### src/rtl/spiDecPkg.sv
package spiDecPkg;
  localparam int BYTE_W = 8;
  localparam int ADDR_W = 6;

  localparam logic [BYTE_W-1:0] OP_FIFO_LOAD = 8'h80;
  localparam logic [BYTE_W-1:0] OP_FIFO_READ = 8'h9F;
  localparam logic [BYTE_W-1:0] OP_MEM_A     = 8'hA0;
  localparam logic [BYTE_W-1:0] OP_MEM_F     = 8'hA8;
  localparam logic [BYTE_W-1:0] OP_MEM_TSN   = 8'hAC;
  localparam logic [BYTE_W-1:0] OP_MEM_READ  = 8'hBF;

  typedef enum logic [1:0] {BANK_MAIN = 2'd0, BANK_ALT = 2'd1, BANK_TEST = 2'd2} bankE;
  typedef enum logic [1:0] {TX_ZERO, TX_REG, TX_FIFO, TX_MEM} txSrcE;
  typedef enum logic [3:0] {
    M_IDLE, M_REG_WR, M_REG_RD, M_FIFO_WR, M_FIFO_RD,
    M_MEM_WR, M_MEM_DUMMY, M_MEM_RD, M_DONE
  } modeE;

  // strobes from control to datapath
  typedef struct packed {
    logic  clear;
    logic  shiftBit;
    logic  capture;
    logic  loadReg;
    logic  incReg;
    logic  clrMem;
    logic  incMem;
    logic  loadTx;
    txSrcE txSrc;
    logic  shiftTx;
  } dpCtlT;

  function automatic logic isReadMode(modeE m);
    return (m == M_REG_RD) || (m == M_FIFO_RD) || (m == M_MEM_DUMMY) || (m == M_MEM_RD);
  endfunction
endpackage

### src/rtl/spiDecCtrl.sv
module spiDecCtrl
  import spiDecPkg::*;
#(
  parameter logic [ADDR_W-1:0] ALT_CODE  = 6'h3B,
  parameter logic [ADDR_W-1:0] TEST_CODE = 6'h3C
) (
  input  logic              clk,
  input  logic              rstN,
  input  logic              sckIn,
  input  logic              csNIn,
  input  logic              mosiIn,
  input  logic [BYTE_W-1:0] rxHold,
  input  logic              fifoFull,
  input  logic              fifoEmpty,
  output dpCtlT             ctl,
  output logic              mosiBit,
  output logic              selected,
  output logic              regWe,
  output logic              regRe,
  output logic [1:0]        regBank,
  output logic              fifoPush,
  output logic              fifoPop,
  output logic              fifoOverflow,
  output logic              memWe,
  output logic [1:0]        memSel,
  output logic              cmdStrobe,
  output logic [ADDR_W-1:0] cmdCode
);
  localparam logic [BYTE_W-1:0] PFX_ALT  = {2'b11, ALT_CODE};
  localparam logic [BYTE_W-1:0] PFX_TEST = {2'b11, TEST_CODE};

  logic [2:0] sckS;
  logic [1:0] mosiS, csS;
  logic [2:0] bitCnt;
  logic       act, fetch, popArm, ovf;
  logic       sckRise, byteDone, ovfSet;
  modeE       mode, decMode;
  bankE       bank, decBank;
  logic [1:0] msel, decSel;

  always_ff @(posedge clk or negedge rstN) begin
    if (!rstN) begin
      sckS  <= '0;
      mosiS <= '0;
      csS   <= '1;
    end else begin
      sckS  <= {sckS[1:0], sckIn};
      mosiS <= {mosiS[0], mosiIn};
      csS   <= {csS[0], csNIn};
    end
  end

  assign sckRise  = sckS[1] & ~sckS[2];
  assign selected = ~csS[1];
  assign mosiBit  = mosiS[1];
  assign byteDone = selected & sckRise & (bitCnt == 3'd7);

  always_comb begin
    ctl          = '0;
    ctl.txSrc    = TX_ZERO;
    ctl.clear    = ~selected;
    ctl.shiftBit = selected & sckRise;
    ctl.shiftTx  = selected & sckRise;
    ctl.capture  = byteDone;
    regWe = 1'b0; regRe = 1'b0; fifoPush = 1'b0; fifoPop = 1'b0;
    memWe = 1'b0; cmdStrobe = 1'b0; ovfSet = 1'b0;
    decMode = mode; decBank = bank; decSel = msel;
    if (act) begin
      unique case (mode)
        M_IDLE: begin
          if (rxHold == OP_FIFO_LOAD)      decMode = M_FIFO_WR;
          else if (rxHold == OP_FIFO_READ) decMode = M_FIFO_RD;
          else if (rxHold == OP_MEM_A)   begin decMode = M_MEM_WR; decSel = 2'd0; ctl.clrMem = 1'b1; end
          else if (rxHold == OP_MEM_F)   begin decMode = M_MEM_WR; decSel = 2'd1; ctl.clrMem = 1'b1; end
          else if (rxHold == OP_MEM_TSN) begin decMode = M_MEM_WR; decSel = 2'd2; ctl.clrMem = 1'b1; end
          else if (rxHold == OP_MEM_READ) begin decMode = M_MEM_DUMMY; ctl.clrMem = 1'b1; end
          else begin
            unique case (rxHold[7:6])
              2'b00: begin decMode = M_REG_WR; ctl.loadReg = 1'b1; end
              2'b01: begin decMode = M_REG_RD; ctl.loadReg = 1'b1; end
              2'b11: begin
                if (rxHold == PFX_ALT)       decBank = BANK_ALT;
                else if (rxHold == PFX_TEST) decBank = BANK_TEST;
                else begin
                  cmdStrobe = 1'b1;
                  decMode   = M_DONE;
                end
              end
              default: decMode = M_DONE;
            endcase
          end
        end
        M_REG_WR:  begin regWe = 1'b1; ctl.incReg = 1'b1; end
        M_FIFO_WR: begin fifoPush = ~fifoFull; ovfSet = fifoFull; end
        M_FIFO_RD: fifoPop = popArm;
        M_MEM_WR:  begin memWe = 1'b1; ctl.incMem = 1'b1; end
        default: ;
      endcase
    end
    if (fetch) begin
      ctl.loadTx = 1'b1;
      unique case (mode)
        M_REG_RD:  begin ctl.txSrc = TX_REG; regRe = 1'b1; ctl.incReg = 1'b1; end
        M_FIFO_RD: ctl.txSrc = fifoEmpty ? TX_ZERO : TX_FIFO;
        M_MEM_RD:  begin ctl.txSrc = TX_MEM; ctl.incMem = 1'b1; end
        default:   ctl.txSrc = TX_ZERO;
      endcase
    end
  end

  always_ff @(posedge clk or negedge rstN) begin
    if (!rstN) begin
      bitCnt <= '0; act <= 1'b0; fetch <= 1'b0; popArm <= 1'b0;
      mode <= M_IDLE; bank <= BANK_MAIN; msel <= 2'd0;
    end else if (!selected) begin
      bitCnt <= '0; act <= 1'b0; fetch <= 1'b0; popArm <= 1'b0;
      mode <= M_IDLE; bank <= BANK_MAIN;
    end else begin
      if (sckRise) bitCnt <= bitCnt + 3'd1;
      act   <= byteDone;
      fetch <= act & isReadMode(decMode);
      mode  <= (fetch && mode == M_MEM_DUMMY) ? M_MEM_RD : decMode;
      bank  <= decBank;
      msel  <= decSel;
      if (fetch && mode == M_FIFO_RD) popArm <= ~fifoEmpty;
      else if (act)                   popArm <= 1'b0;
    end
  end

  always_ff @(posedge clk or negedge rstN) begin
    if (!rstN)       ovf <= 1'b0;
    else if (ovfSet) ovf <= 1'b1;
  end

  assign fifoOverflow = ovf;
  assign regBank      = bank;
  assign memSel       = msel;
  assign cmdCode      = rxHold[ADDR_W-1:0];
endmodule

### src/rtl/spiDecDp.sv
module spiDecDp
  import spiDecPkg::*;
#(
  parameter int MEM_AW = 5
) (
  input  logic              clk,
  input  logic              rstN,
  input  dpCtlT             ctl,
  input  logic              mosiBit,
  input  logic [BYTE_W-1:0] regRdata,
  input  logic [BYTE_W-1:0] fifoPopData,
  input  logic [BYTE_W-1:0] memRdata,
  output logic [BYTE_W-1:0] rxHold,
  output logic [ADDR_W-1:0] regAddr,
  output logic [MEM_AW-1:0] memAddr,
  output logic              txBit
);
  logic [BYTE_W-2:0] rxSh;
  logic [BYTE_W-1:0] txSh, txSrcVal;

  always_comb begin
    unique case (ctl.txSrc)
      TX_REG:  txSrcVal = regRdata;
      TX_FIFO: txSrcVal = fifoPopData;
      TX_MEM:  txSrcVal = memRdata;
      default: txSrcVal = '0;
    endcase
  end

  always_ff @(posedge clk or negedge rstN) begin
    if (!rstN) begin
      rxSh <= '0; rxHold <= '0; txSh <= '0; regAddr <= '0; memAddr <= '0;
    end else begin
      if (ctl.shiftBit) rxSh <= {rxSh[BYTE_W-3:0], mosiBit};
      if (ctl.capture)  rxHold <= {rxSh, mosiBit};
      if (ctl.clear)        txSh <= '0;
      else if (ctl.loadTx)  txSh <= txSrcVal;
      else if (ctl.shiftTx) txSh <= {txSh[BYTE_W-2:0], 1'b0};
      if (ctl.loadReg)     regAddr <= rxHold[ADDR_W-1:0];
      else if (ctl.incReg) regAddr <= regAddr + 1'b1;
      if (ctl.clrMem)      memAddr <= '0;
      else if (ctl.incMem) memAddr <= memAddr + 1'b1;
    end
  end

  assign txBit = txSh[BYTE_W-1];
endmodule

### src/rtl/spiCmdDecoder.sv
module spiCmdDecoder
  import spiDecPkg::*;
#(
  parameter int                MEM_AW    = 5,
  parameter logic [ADDR_W-1:0] ALT_CODE  = 6'h3B,
  parameter logic [ADDR_W-1:0] TEST_CODE = 6'h3C
) (
  input  logic              clk,
  input  logic              rstN,
  input  logic              sckIn,
  input  logic              csNIn,
  input  logic              mosiIn,
  output logic              misoOut,
  output logic              regWe,
  output logic              regRe,
  output logic [1:0]        regBank,
  output logic [ADDR_W-1:0] regAddr,
  output logic [BYTE_W-1:0] regWdata,
  input  logic [BYTE_W-1:0] regRdata,
  output logic              fifoPush,
  output logic [BYTE_W-1:0] fifoPushData,
  input  logic              fifoFull,
  output logic              fifoPop,
  input  logic [BYTE_W-1:0] fifoPopData,
  input  logic              fifoEmpty,
  output logic              fifoOverflow,
  output logic              memWe,
  output logic [1:0]        memSel,
  output logic [MEM_AW-1:0] memAddr,
  output logic [BYTE_W-1:0] memWdata,
  input  logic [BYTE_W-1:0] memRdata,
  output logic              cmdStrobe,
  output logic [ADDR_W-1:0] cmdCode
);
  dpCtlT             ctl;
  logic              mosiBit, selected, txBit;
  logic [BYTE_W-1:0] rxHold;

  spiDecCtrl #(.ALT_CODE(ALT_CODE), .TEST_CODE(TEST_CODE)) u_ctrl (
    .clk(clk), .rstN(rstN), .sckIn(sckIn), .csNIn(csNIn), .mosiIn(mosiIn),
    .rxHold(rxHold), .fifoFull(fifoFull), .fifoEmpty(fifoEmpty),
    .ctl(ctl), .mosiBit(mosiBit), .selected(selected),
    .regWe(regWe), .regRe(regRe), .regBank(regBank),
    .fifoPush(fifoPush), .fifoPop(fifoPop), .fifoOverflow(fifoOverflow),
    .memWe(memWe), .memSel(memSel), .cmdStrobe(cmdStrobe), .cmdCode(cmdCode)
  );

  spiDecDp #(.MEM_AW(MEM_AW)) u_dp (
    .clk(clk), .rstN(rstN), .ctl(ctl), .mosiBit(mosiBit),
    .regRdata(regRdata), .fifoPopData(fifoPopData), .memRdata(memRdata),
    .rxHold(rxHold), .regAddr(regAddr), .memAddr(memAddr), .txBit(txBit)
  );

  assign misoOut      = selected & txBit;
  assign regWdata     = rxHold;
  assign fifoPushData = rxHold;
  assign memWdata     = rxHold;
endmodule

### config.mk
export PLATFORM = sky130hd
export DESIGN_NAME = spiCmdDecoder
export DESIGN_NICKNAME = d
export VERILOG_FILES = /design/src/rtl/spiDecPkg.sv /design/src/rtl/spiDecCtrl.sv /design/src/rtl/spiDecDp.sv /design/src/rtl/spiCmdDecoder.sv
export SDC_FILE = /design/constraint.sdc
export NUM_CORES = 1
export LEC_CHECK = 0
export CAP_MARGIN = 10
export CORE_ASPECT_RATIO = 1.25
export CORE_UTILIZATION = 44
export CTS_BUF_LIST = sky130_fd_sc_hd__clkbuf_4 sky130_fd_sc_hd__clkbuf_8
export DETAILED_ROUTE_END_ITERATION = 8
export GPL_ROUTABILITY_DRIVEN = 0
export PLACE_DENSITY_LB_ADDON = 0.3
export SYNTH_ARGS = -nofsm -noshare
export SYNTH_HDL_FRONTEND = slang
export SYNTH_SLANG_ARGS = --single-unit
export TNS_END_PERCENT = 30
### constraint.sdc
create_clock -name clk -period 1.87 [get_ports clk]
set_input_delay 0.374 -clock clk [delete_from_list [all_inputs] [get_ports clk]]
set_output_delay 0.374 -clock clk [all_outputs]
set_load 0.1 [all_outputs]
# Yosys cells after proc, flatten, opt, wreduce, memory -nomap -nowiden
# Cells that the tools add are included.
[word_totals]
ff_bits = 56
latch_bits = 0
mem_bits_rw = 0
rom_bits = 0
output_inout_bits = 53
word_cells = 169
n_memories = 0
[classes]
n_addsub = 3
n_mul = 0
n_div = 0
magnitude_cmp = 0
n_eq_ne = 31
shifts = 0
mux = 88
bitwise_logic = 11
n_reduce_logical = 20
[op_table]
columns = ["operator", "n"]
rows = [
  ["$eq A8 B8 Y1 const B", 8],
  ["$mux W4", 14],
  ["$mux W1", 46],
  ["$mux W2", 16],
  ["$eq A4 B3 Y1 const B", 7],
  ["$mux W8", 3],
  ["$pmux W8 S3", 1],
  ["$eq A4 B2 Y1 const B", 3],
  ["$mux W6", 2],
  ["$ne A2 B1 Y1 const B", 6],
  ["$pmux W4 S3", 1],
  ["$reduce_bool A2 Y1", 6],
  ["$reduce_bool A3 Y1", 4],
  ["$mux W5", 2],
  ["$reduce_and A10 Y1", 1],
  ["$add A6 B1 Y6 const B", 1],
  ["$eq A2 B2 Y1 const B", 3],
  ["$mux W3", 2],
  ["$not A1 Y1", 6],
  ["$pmux W2 S3", 1],
  ["$reduce_and A6 Y1", 1],
  ["$add A5 B1 Y5 const B", 1],
  ["$and A1 B1 Y1", 5],
  ["$eq A2 B1 Y1 const B", 2],
  ["8 further kinds", 11],
]

# Longest topological paths before layout
# Gate-level depths: netlist (run 1).
[depth]
depth_word = 18
ltp_mapped = 7
ltp_nobuf = 6

# Cells and area by module
# From an unflattened synthesis (run 1), not the netlist that was laid out.
[hier_totals]
hier_cells = 290
area_unflattened_um2 = 3016.6
[modules_own_cells]
columns = ["module", "instances", "cells_per_inst", "area_each_um2"]
rows = [
  ["spiDecDp", 1, 139, 1630.3],
  ["spiDecCtrl", 1, 134, 1260.0],
  ["spiCmdDecoder", 1, 17, 126.4],
]

# Worst setup path after synthesis (run 1)
# No wires, ideal clock.
[synth_timing]
kind = "flip-flop to output port"
startpoint = "reg u_dp.rxHold[2]"
endpoint = "out cmdStrobe"
arrival_ns = 3.079
t_required_ns = 1.496
slack_ns = -1.583
path_stages_with_launch = 4
path_cell_list = "dfrtp_1 and3b_1 or2_2 a21oi_1"
[synth_via]
elab_chain_len = 12
elab_cells_between_ends = 19
cone_classes = "8 x eq/ne; 11 x mux"
[synth_lines]
columns = ["element", "line", "rtl"]
rows = [
  ["start, declared", "spiDecDp.sv:13", "output logic [BYTE_W-1:0] rxHold,"],
  ["start signal, assigned", "spiDecDp.sv:35", "if (ctl.capture) rxHold <= {rxSh, mosiBit};"],
  ["$eq A8 B8 Y1", "spiDecCtrl.sv:83", "else if (rxHold == PFX_TEST) decBank = BANK_TEST;"],
  ["$mux W1", "spiDecCtrl.sv:83", ""],
  ["$mux W1", "spiDecCtrl.sv:82", "if (rxHold == PFX_ALT) decBank = BANK_ALT;"],
  ["$mux W1", "spiDecCtrl.sv:78", "unique case (rxHold[7:6])"],
  ["$mux W1", "spiDecCtrl.sv:76", "else if (rxHold == OP_MEM_READ) begin decMode = M_MEM_DUMMY; ctl.clrMem = 1'b1; end"],
  ["$mux W1", "spiDecCtrl.sv:75", "else if (rxHold == OP_MEM_TSN) begin decMode = M_MEM_WR; decSel = 2'd2; ctl.clrMem = 1'b1; end"],
  ["$mux W1", "spiDecCtrl.sv:74", "else if (rxHold == OP_MEM_F) begin decMode = M_MEM_WR; decSel = 2'd1; ctl.clrMem = 1'b1; end"],
  ["$mux W1", "spiDecCtrl.sv:73", "else if (rxHold == OP_MEM_A) begin decMode = M_MEM_WR; decSel = 2'd0; ctl.clrMem = 1'b1; end"],
  ["$mux W1", "spiDecCtrl.sv:72", "else if (rxHold == OP_FIFO_READ) decMode = M_FIFO_RD;"],
  ["$mux W1 (*)", "spiDecCtrl.sv:71", "if (rxHold == OP_FIFO_LOAD) decMode = M_FIFO_WR;"],
  ["$mux W1 (*)", "spiDecCtrl.sv:69", "unique case (mode)"],
  ["$mux W1 (*)", "spiDecCtrl.sv:68", "if (act) begin"],
  ["end, declared", "spiCmdDecoder.sv:32", "output logic cmdStrobe,"],
]
# Every way passes the cells marked *; elsewhere a longest branch is shown, timed or not.

# Worst setup path in the final report (run 1)
[layout_timing]
startpoint = "reg u_ctrl.mode[0]"
endpoint = "out cmdStrobe"
[layout_via]
elab_chain_len = 3
[layout_lines]
columns = ["element", "line", "rtl"]
rows = [
  ["start, declared", "spiDecCtrl.sv:37", "modeE mode, decMode;"],
  ["start signal, assigned", "spiDecCtrl.sv:122", "mode <= (fetch && mode == M_MEM_DUMMY) ? M_MEM_RD : decMode;"],
  ["$logic_not A4 Y1", "spiDecCtrl.sv:69", ""],
  ["$mux W1", "spiDecCtrl.sv:69", ""],
  ["$mux W1", "spiDecCtrl.sv:68", ""],
]
# No other way between the ends.

==> impl_results.md, run 1 <==
* Max Buffers Root-to-Sink at 2
* Max-slew violation count at 0
* Top cells by count, synth: dfrtp_1 (54), nand2_1 (36), buf_4 (22), nor2_1 (17), a21oi_1 (15)
* Horizontal extent of the die at 74.7 um
* Met2 Wirelength at 4.16 mm
* Fill count at 411
* CTS Root Cell: clkbuf_8
* Io pins at 84
* First drt pass iteration count at 7
* TritonCTS clock tree: done
* Tmin final at 1.99 ns
* Clk network pwr share at 30.8%
* Netlist Area Pre-Place at 2910 um^2
* Setup repair after global routing missed its margin: yes
* Fraction of synthesis flops using an asynchronous set or reset pin at 100%
* Routed met3 length at 192 um
* Cell type with the highest aggregate area in the netlist: dfrtp_1
* Pwr Density at 469 nW/um^2
* Hold/Removal Path Class: reg2reg
* Dominant cell by count in the synthesized netlist: dfrtp_1
* Arrival time at the worst endpoint at 1.61 ns
* Portion of the clock cycle consumed by the worst path in the final layout at 106%
* Starting Density at 46.2%
* Remaining routing DRC violations at 0
* Synth warnings at 0
* Cell breakdown of the critical path: nor3_4 -> and3_4 -> nand2_4 -> a21oi_4 -> buf_12
* Area taken by flip-flops and latches at 1430 um^2
* Htree depth at 2
* Gate count after technology mapping at 280
* Vias in the first global route at 2541
* Area share of the largest cell type after synthesis at 46.5%
* Slew @ Worst Pin at 0.898 ns
* Post-layout power at 0.00221 W
* Maximum fanout count along the critical path at 3
* Maximum number of pins on one net before global-route repair at 31
* Maximum clock skew at final layout at 0.00809 ns
* Combined area of the multi-input logic cells at 1410 um^2
* Worst Slack Setup Final at -0.118 ns
* TritonCTS Sinks at 56
* Number of enable flip-flop cells after synthesis at 0
* Top FF cell, synth: dfrtp_1
* Number of design-rule violations left by the first detailed-router iteration at 166
* Core utilization of the finished layout at 75.0%
* Final antenna diode count at 0
* CP Launch Type: flop
* Slowest cell on the critical path: dfrtp_2
* Vias per cell at 5.40
* Highest routed layer: met4
* Number of buffers inserted during clock tree synthesis at 5
* Routed wirelength normalized by instance count at 16.2 um
* Nets in the synthesized netlist at 315
* Net switching power of the design at 0.000504 W
* Syn_area_per_cell at 10.4 um^2
* Via count at 2494
* Sw Ratio at 22.8%
* Post-synthesis register bit count at 56
* Peak supply drop at 0.666 mV
* Ratio of cells with drive above 1 in the final layout at 40.8%
* Routed wire length at 7.48 mm
* Failing checks: setup timing
* Post-route design area at 4720 um^2
* Clock slew at the register clock pins of the worst setup and hold paths at 0.10 ns
* Global-route total usage across every layer at 23.3%
* Relative slew slack at 39.7%
* Post-layout net count at 411
* Worst slack, placed at 0.0130 ns
* Proportion of power drawn by flip-flops and latches at 60.3%
* Core ar. at 6290 um^2
* Residual antenna-violating net count after detailed routing at 0
* Final Hold Viols at 0
* Highest clock frequency the design can meet at 503 MHz
* Portion of the post-synthesis area used by sequential elements at 48.3%
* Post-detailed-placement cell area at 4420 um^2
* Worst path max stage delay at 0.45 ns
* Run status: finished, violations left
* Count of final setup violators at 9
* Count of maximum capacitance violations at 0
* Residual overflow from global routing at 0
* Layout overhead on the synthesized area at 62.4%
* Count of standard-cell rows at 32
* Required time worst endpoint at 1.50 ns
* Count of unique library cells instantiated by Yosys at 55
* Die outline area at 6930 um^2
* Internal power of the cells at 0.00171 W
* Post-route met1 wirelength at 2.96 mm
* Kind of end point of the critical path: primary output
* Class of the most critical setup path: reg2out
* Critical path buffers and inverters at 1
* Initial antenna violation count at 0
* Clock latency on the worst-skew pair at 0.31 ns
* Wire length of the first global-routing pass at 12.2 mm
* Biggest area contributors in the synthesized netlist: dfrtp_1 (47%), buf_4 (5.7%), nand2_1 (4.7%)
* Category of cells accounting for the largest share of critical-path delay: simple AND/OR/NAND/NOR gates
* Die height at 92.9 um
* Leakage power at 2.02 nW
* Hpwl dp at 5.49 mm
* Count of input and output buffers at 83
* Total Negative Setup Slacks at -0.543 ns
* Proportion of power drawn by combinational gates at 8.9%
state kept, by name, summed over array words and instances (netlist names):
name,cells
u_ctrl.act,1
u_ctrl.bitCnt,3
u_ctrl.csS,2
u_ctrl.fetch,1
u_ctrl.fifoOverflow,1
u_ctrl.memSel,2
u_ctrl.mode,4
u_ctrl.mosiS,2
u_ctrl.popArm,1
u_ctrl.regBank,2
u_ctrl.sckS,3
u_dp.memAddr,5
u_dp.regAddr,6
u_dp.rxHold,8
u_dp.rxSh,7
u_dp.txSh,8
cell usage in the layout (no fill, tap or decap), drive strengths merged, types with 2 or more instances in the layout:
| master | count |
|---|---|
| mux2 | 12 |
| nor2 | 17 |
| nor2b | 3 |
| nand2b | 5 |
| nor3b | 2 |
| or2 | 3 |
| a31oi | 3 |
| a21oi | 15 |
| dfstp | 2 |
| nand4 | 3 |
| o21ai | 11 |
| nor3 | 4 |
| ha | 4 |
| a22o | 8 |
| inv | 8 |
| nand3b | 4 |
| xnor2 | 7 |
| and2 | 3 |
| dfrtp | 54 |
| o211ai | 2 |
| mux2i | 2 |
| clkbuf | 6 |
| clkinv | 2 |
| and3 | 7 |
| a222oi | 8 |
| xor2 | 3 |
| clkdlybuf4s50 | 29 |
| nand2 | 36 |
| or3 | 4 |
| buf | 90 |
| nand3 | 4 |
repair_timing:
action,in CTS,in global routing
buffers inserted,9,1
endpoints found under the setup margin,6,27
pin swaps,12,5
hold endpoints to repair,1,0
hold buffers,1,0
resized for setup,19,9
area by class of cell:
cell class                      instances  area share [%]
Clock buffer                            6            1.75
Clock inverter                          2           0.292
Inverter                                8           0.637
Multi-Input combinational cell        185            29.8
Sequential cell                        56            30.2
Tap cell                               85            2.25
Timing Repair Buffer                  120            35.0
cell families after synthesis:
kind of cell             Yosys count  synth area share (%)
multiplexers                      14                  5.34
XOR/XNOR                          10                  3.01
buffers and inverters             39                  8.14
adder cells (fa/ha/maj)            4                  1.72
AND/OR/NAND/NOR                  100                  18.9
flip-flops                        56                  48.3
AO/OA/AOI/OAI                     57                  14.5
per-layer routing:
| layer | GRT usage [%] | vias to the layer above |
|---|---|---|
| met5 | 0 | - |
| met4 | 8.33 | 0 |
| met3 | 3.26 | 13 |
| met2 | 40.9 | 59 |
| met1 | 28.3 | 1255 |
| li1 | - | 1167 |
through the flow:
stage	cells	hold slack, ns
after floorplan	280	0.0784
after global placement	443	0.166
after detailed placement	443	0.167
after CTS	461	0.361
after global routing	462	0.365
final	462	0.357
final timing paths:
kind | from | endpoint | slack (ns) | depth (start not counted)
min in group asynchronous | rstN | u_ctrl.mosiS[0] | 0.37 | 2
hold / removal | u_ctrl.sckS[0] | u_ctrl.sckS[1] | 0.36 | 0
setup / recovery | u_ctrl.mode[0] | cmdStrobe | -0.12 | 5
setup reg to reg | u_dp.rxHold[1] | u_ctrl.fetch | -0.07 | 6
max in group asynchronous | rstN | u_dp.rxHold[3] | 0.92 | 3
hold reg to reg | u_ctrl.sckS[0] | u_ctrl.sckS[1] | 0.36 | 0
power groups by stage:
stage	registers (W)	logic [W]	clock network (W)
2_1_floorplan	0.00135	0.0000786	0
3_3_place_gp	0.00135	0.000191	0
3_5_place_dp	0.00136	0.000198	0
4_1_cts	0.00133	0.000201	0.000700
5_1_grt	0.00134	0.000218	0.000759
6_report	0.00133	0.000197	0.000682
No activity file was read; power rests on OpenSTA's default activity.
==> inputs of run 2 (changes only) <==
Settings changed: ABC_AREA from default to 0, PLACE_DENSITY from default to 0.85, PLACE_DENSITY_LB_ADDON 0.3 to default.
==> run 2 against run 1 <==
The flow still finishes with violations (setup timing). Die area unchanged. Fmax shrank 2.2%. Final cell count is the same. Non-clock buffer count stayed put. Worst setup slack lost 0.046 ns. Sequential share of layout area about the same. Critical path depth unchanged. Combinational power hardly changed. Critical path type unchanged. Critical endpoint unchanged. Largest power group unchanged. Highest routed layer unchanged.
==> impl_results.md, run 2 (same netlist as run 1, synthesis figures left out) <==
* Run status: finished, violations left (unchanged)
* Remaining routing DRC violations at 0 (unchanged)
* Combined area of the multi-input logic cells at 1400 um^2 (was 1410 um^2)
* Leakage power at 2.02 nW (about the same)
* Peak supply drop at 0.453 mV (was 0.666 mV)
* Core utilization of the finished layout at 75.1% (was 75.0%)
* Area taken by flip-flops and latches at 1430 um^2 (unchanged)
* Slew @ Worst Pin at 0.618 ns (was 0.898 ns)
* Starting Density at 46.2% (unchanged)
* First drt pass iteration count at 5 (was 7)
* Hold/Removal Path Class: in2async (was reg2reg)
* Via count at 2683 (was 2494)
* Class of the most critical setup path: reg2out (unchanged)
* Count of final setup violators at 17 (was 9)
* Post-detailed-placement cell area at 4400 um^2 (was 4420 um^2)
* Maximum fanout count along the critical path at 5 (was 3)
* Max-slew violation count at 0 (unchanged)
* Maximum number of pins on one net before global-route repair at 36 (was 31)
* Routed wirelength normalized by instance count at 19.4 um (was 16.2 um)
* TritonCTS clock tree: done (unchanged)
* Worst Slack Setup Final at -0.164 ns (was -0.118 ns)
* Maximum clock skew at final layout at 0.0165 ns (was 0.00809 ns)
* Die height at 92.9 um (unchanged)
* Clock slew at the register clock pins of the worst setup and hold paths at 0.11 ns (was 0.10 ns)
* Required time worst endpoint at 1.50 ns (about the same)
* Flop-to-flop setup slack at -0.11 ns (was -0.07 ns)
* Pwr Density at 477 nW/um^2 (was 469 nW/um^2)
* Clock latency on the worst-skew pair at 0.32 ns (was 0.31 ns)
* Residual overflow from global routing at 0 (unchanged)
* Max Buffers Root-to-Sink at 2 (unchanged)
* Horizontal extent of the die at 74.7 um (unchanged)
* Fill count at 371 (was 411)
* Commonest non-fill, non-tap cells in the layout: buf_12 (54), dfrtp_1 (44), nand2_1 (35), buf_4 (31), clkdlybuf4s50_1 (29) (was buf_12 (53), dfrtp_1 (44), nand2_1 (34), buf_4 (32), clkdlybuf4s50_1 (29))
* Global-route total usage across every layer at 25.8% (was 23.3%)
* Core ar. at 6290 um^2 (unchanged)
* Count of standard-cell rows at 32 (unchanged)
* Layout overhead on the synthesized area at 62.5% (was 62.4%)
* Count of maximum capacitance violations at 0 (unchanged)
* Residual antenna-violating net count after detailed routing at 0 (unchanged)
* Registers with the highest flip-flop counts: u_dp.rxHold (8), u_dp.txSh (8), u_dp.rxSh (7) (unchanged)
* Final antenna diode count at 0 (unchanged)
* Placed cell count at 438 (was 443)
* Number of buffers inserted during clock tree synthesis at 5 (unchanged)
* TritonCTS Sinks at 56 (unchanged)
* Tmin final at 2.03 ns (was 1.99 ns)
* Io pins at 84 (unchanged)
* Post-route design area at 4720 um^2 (about the same)
* Highest clock frequency the design can meet at 492 MHz (was 503 MHz)
* Vias per cell at 5.81 (was 5.40)
* Ratio of cells with drive above 1 in the final layout at 40.8% (unchanged)
* Post-layout instance count excluding filler cells at 462 (unchanged)
* Wire length of the first global-routing pass at 13.4 mm (was 12.2 mm)
* Die outline area at 6930 um^2 (unchanged)
* Hpwl dp at 5.78 mm (was 5.49 mm)
* Htree depth at 2 (unchanged)
* Kind of end point of the critical path: primary output (unchanged)
* Arrival time at the worst endpoint at 1.66 ns (was 1.61 ns)
* Initial antenna violation count at 0 (unchanged)
* Setup repair after global routing missed its margin: yes (unchanged)
* Failing checks: setup timing (unchanged)
* Most common cell after layout, fill and taps aside: buf_12 (unchanged)
* Routed wire length at 8.98 mm (was 7.48 mm)
* Hold Worst Slack at 0.0106 ns (was 0.357 ns)
* Portion of the clock cycle consumed by the worst path in the final layout at 109% (was 106%)
* Final Hold Viols at 0 (unchanged)
* Vias in the first global route at 2653 (was 2541)
* CP Launch Type: flop (unchanged)
* Post-layout net count at 411 (unchanged)
* Cts hold-fix bufs at 0 (was 1)
* Relative slew slack at 58.5% (was 39.7%)
* Number of design-rule violations left by the first detailed-router iteration at 244 (was 166)
* Count of input and output buffers at 83 (unchanged)
* CTS Root Cell: clkbuf_8 (unchanged)
[run 2: cell count changes in the layout (fill, tap and decap cells not counted), sizes merged]
cell / before / now
clkbuf: 6 / 7
buf: 90 / 91
clkinvlp: 0 / 1
dlygate4sd3: 1 / 0
clkinv: 2 / 1
inv: 8 / 7
[run 2: layer usage]
layer	part of all wire (%)	GRT usage, %
met1	36	32.8
met5	0	0
met2	54	41.2
met4	4.2	13.7
met3	5.6	4.35
[run 2: worst max-delay path, cell delays in order (launching register included)]
cell     delay, ns
dfrtp_1       0.43
and2b_1       0.27
and3_4        0.22
nand2_4       0.07
a21oi_4       0.17
buf_12        0.19
[run 2: power by group]
part           switching (W)  leakage (nW)  internal, W
logic              0.0000801          1.24     0.000120
registers          0.0000536         0.732      0.00128
clock network       0.000399        0.0479     0.000317
[run 2: cell type report]
type	instances	area share, %
Multi-Input combinational cell	185	29.6
Sequential cell	56	30.2
Timing Repair Buffer	120	35.3
Clock buffer	7	1.91
Clock inverter	1	0.159
Tap cell	85	2.25
Inverter	8	0.636
[run 2: what timing repair did]
item	4_1_cts	5_1_grt
pin swaps	7	12
resized for setup	12	16
endpoints found under the setup margin	7	29
setup buffers	6	11
[run 2: final timing paths]
| path | startpoint | end | cells past startpoint |
|---|---|---|---|
| max in group asynchronous | rstN | u_dp.rxHold[0] | 2 |
| min reg2reg | u_ctrl.sckS[0] | u_ctrl.sckS[1] | 0 |
| max reg2reg | u_dp.rxHold[1] | u_ctrl.fetch | 6 |
| min | rstN | u_dp.txSh[5] | 1 |
| max | u_ctrl.mode[1] | cmdStrobe | 5 |
| min in group clk | u_ctrl.sckS[0] | u_ctrl.sckS[1] | 0 |
[run 2: stage by stage]
step                      setup WS, ns  total power [W]  setup TNS (ns)
after global routing            -0.206          0.00233           -2.27
final                           -0.164          0.00225          -0.900
after floorplan                 -0.276          0.00143           -1.35
after global placement          0.0477          0.00154               0
after detailed placement      -0.00184          0.00156        -0.00184
after CTS                       -0.140          0.00225          -0.728
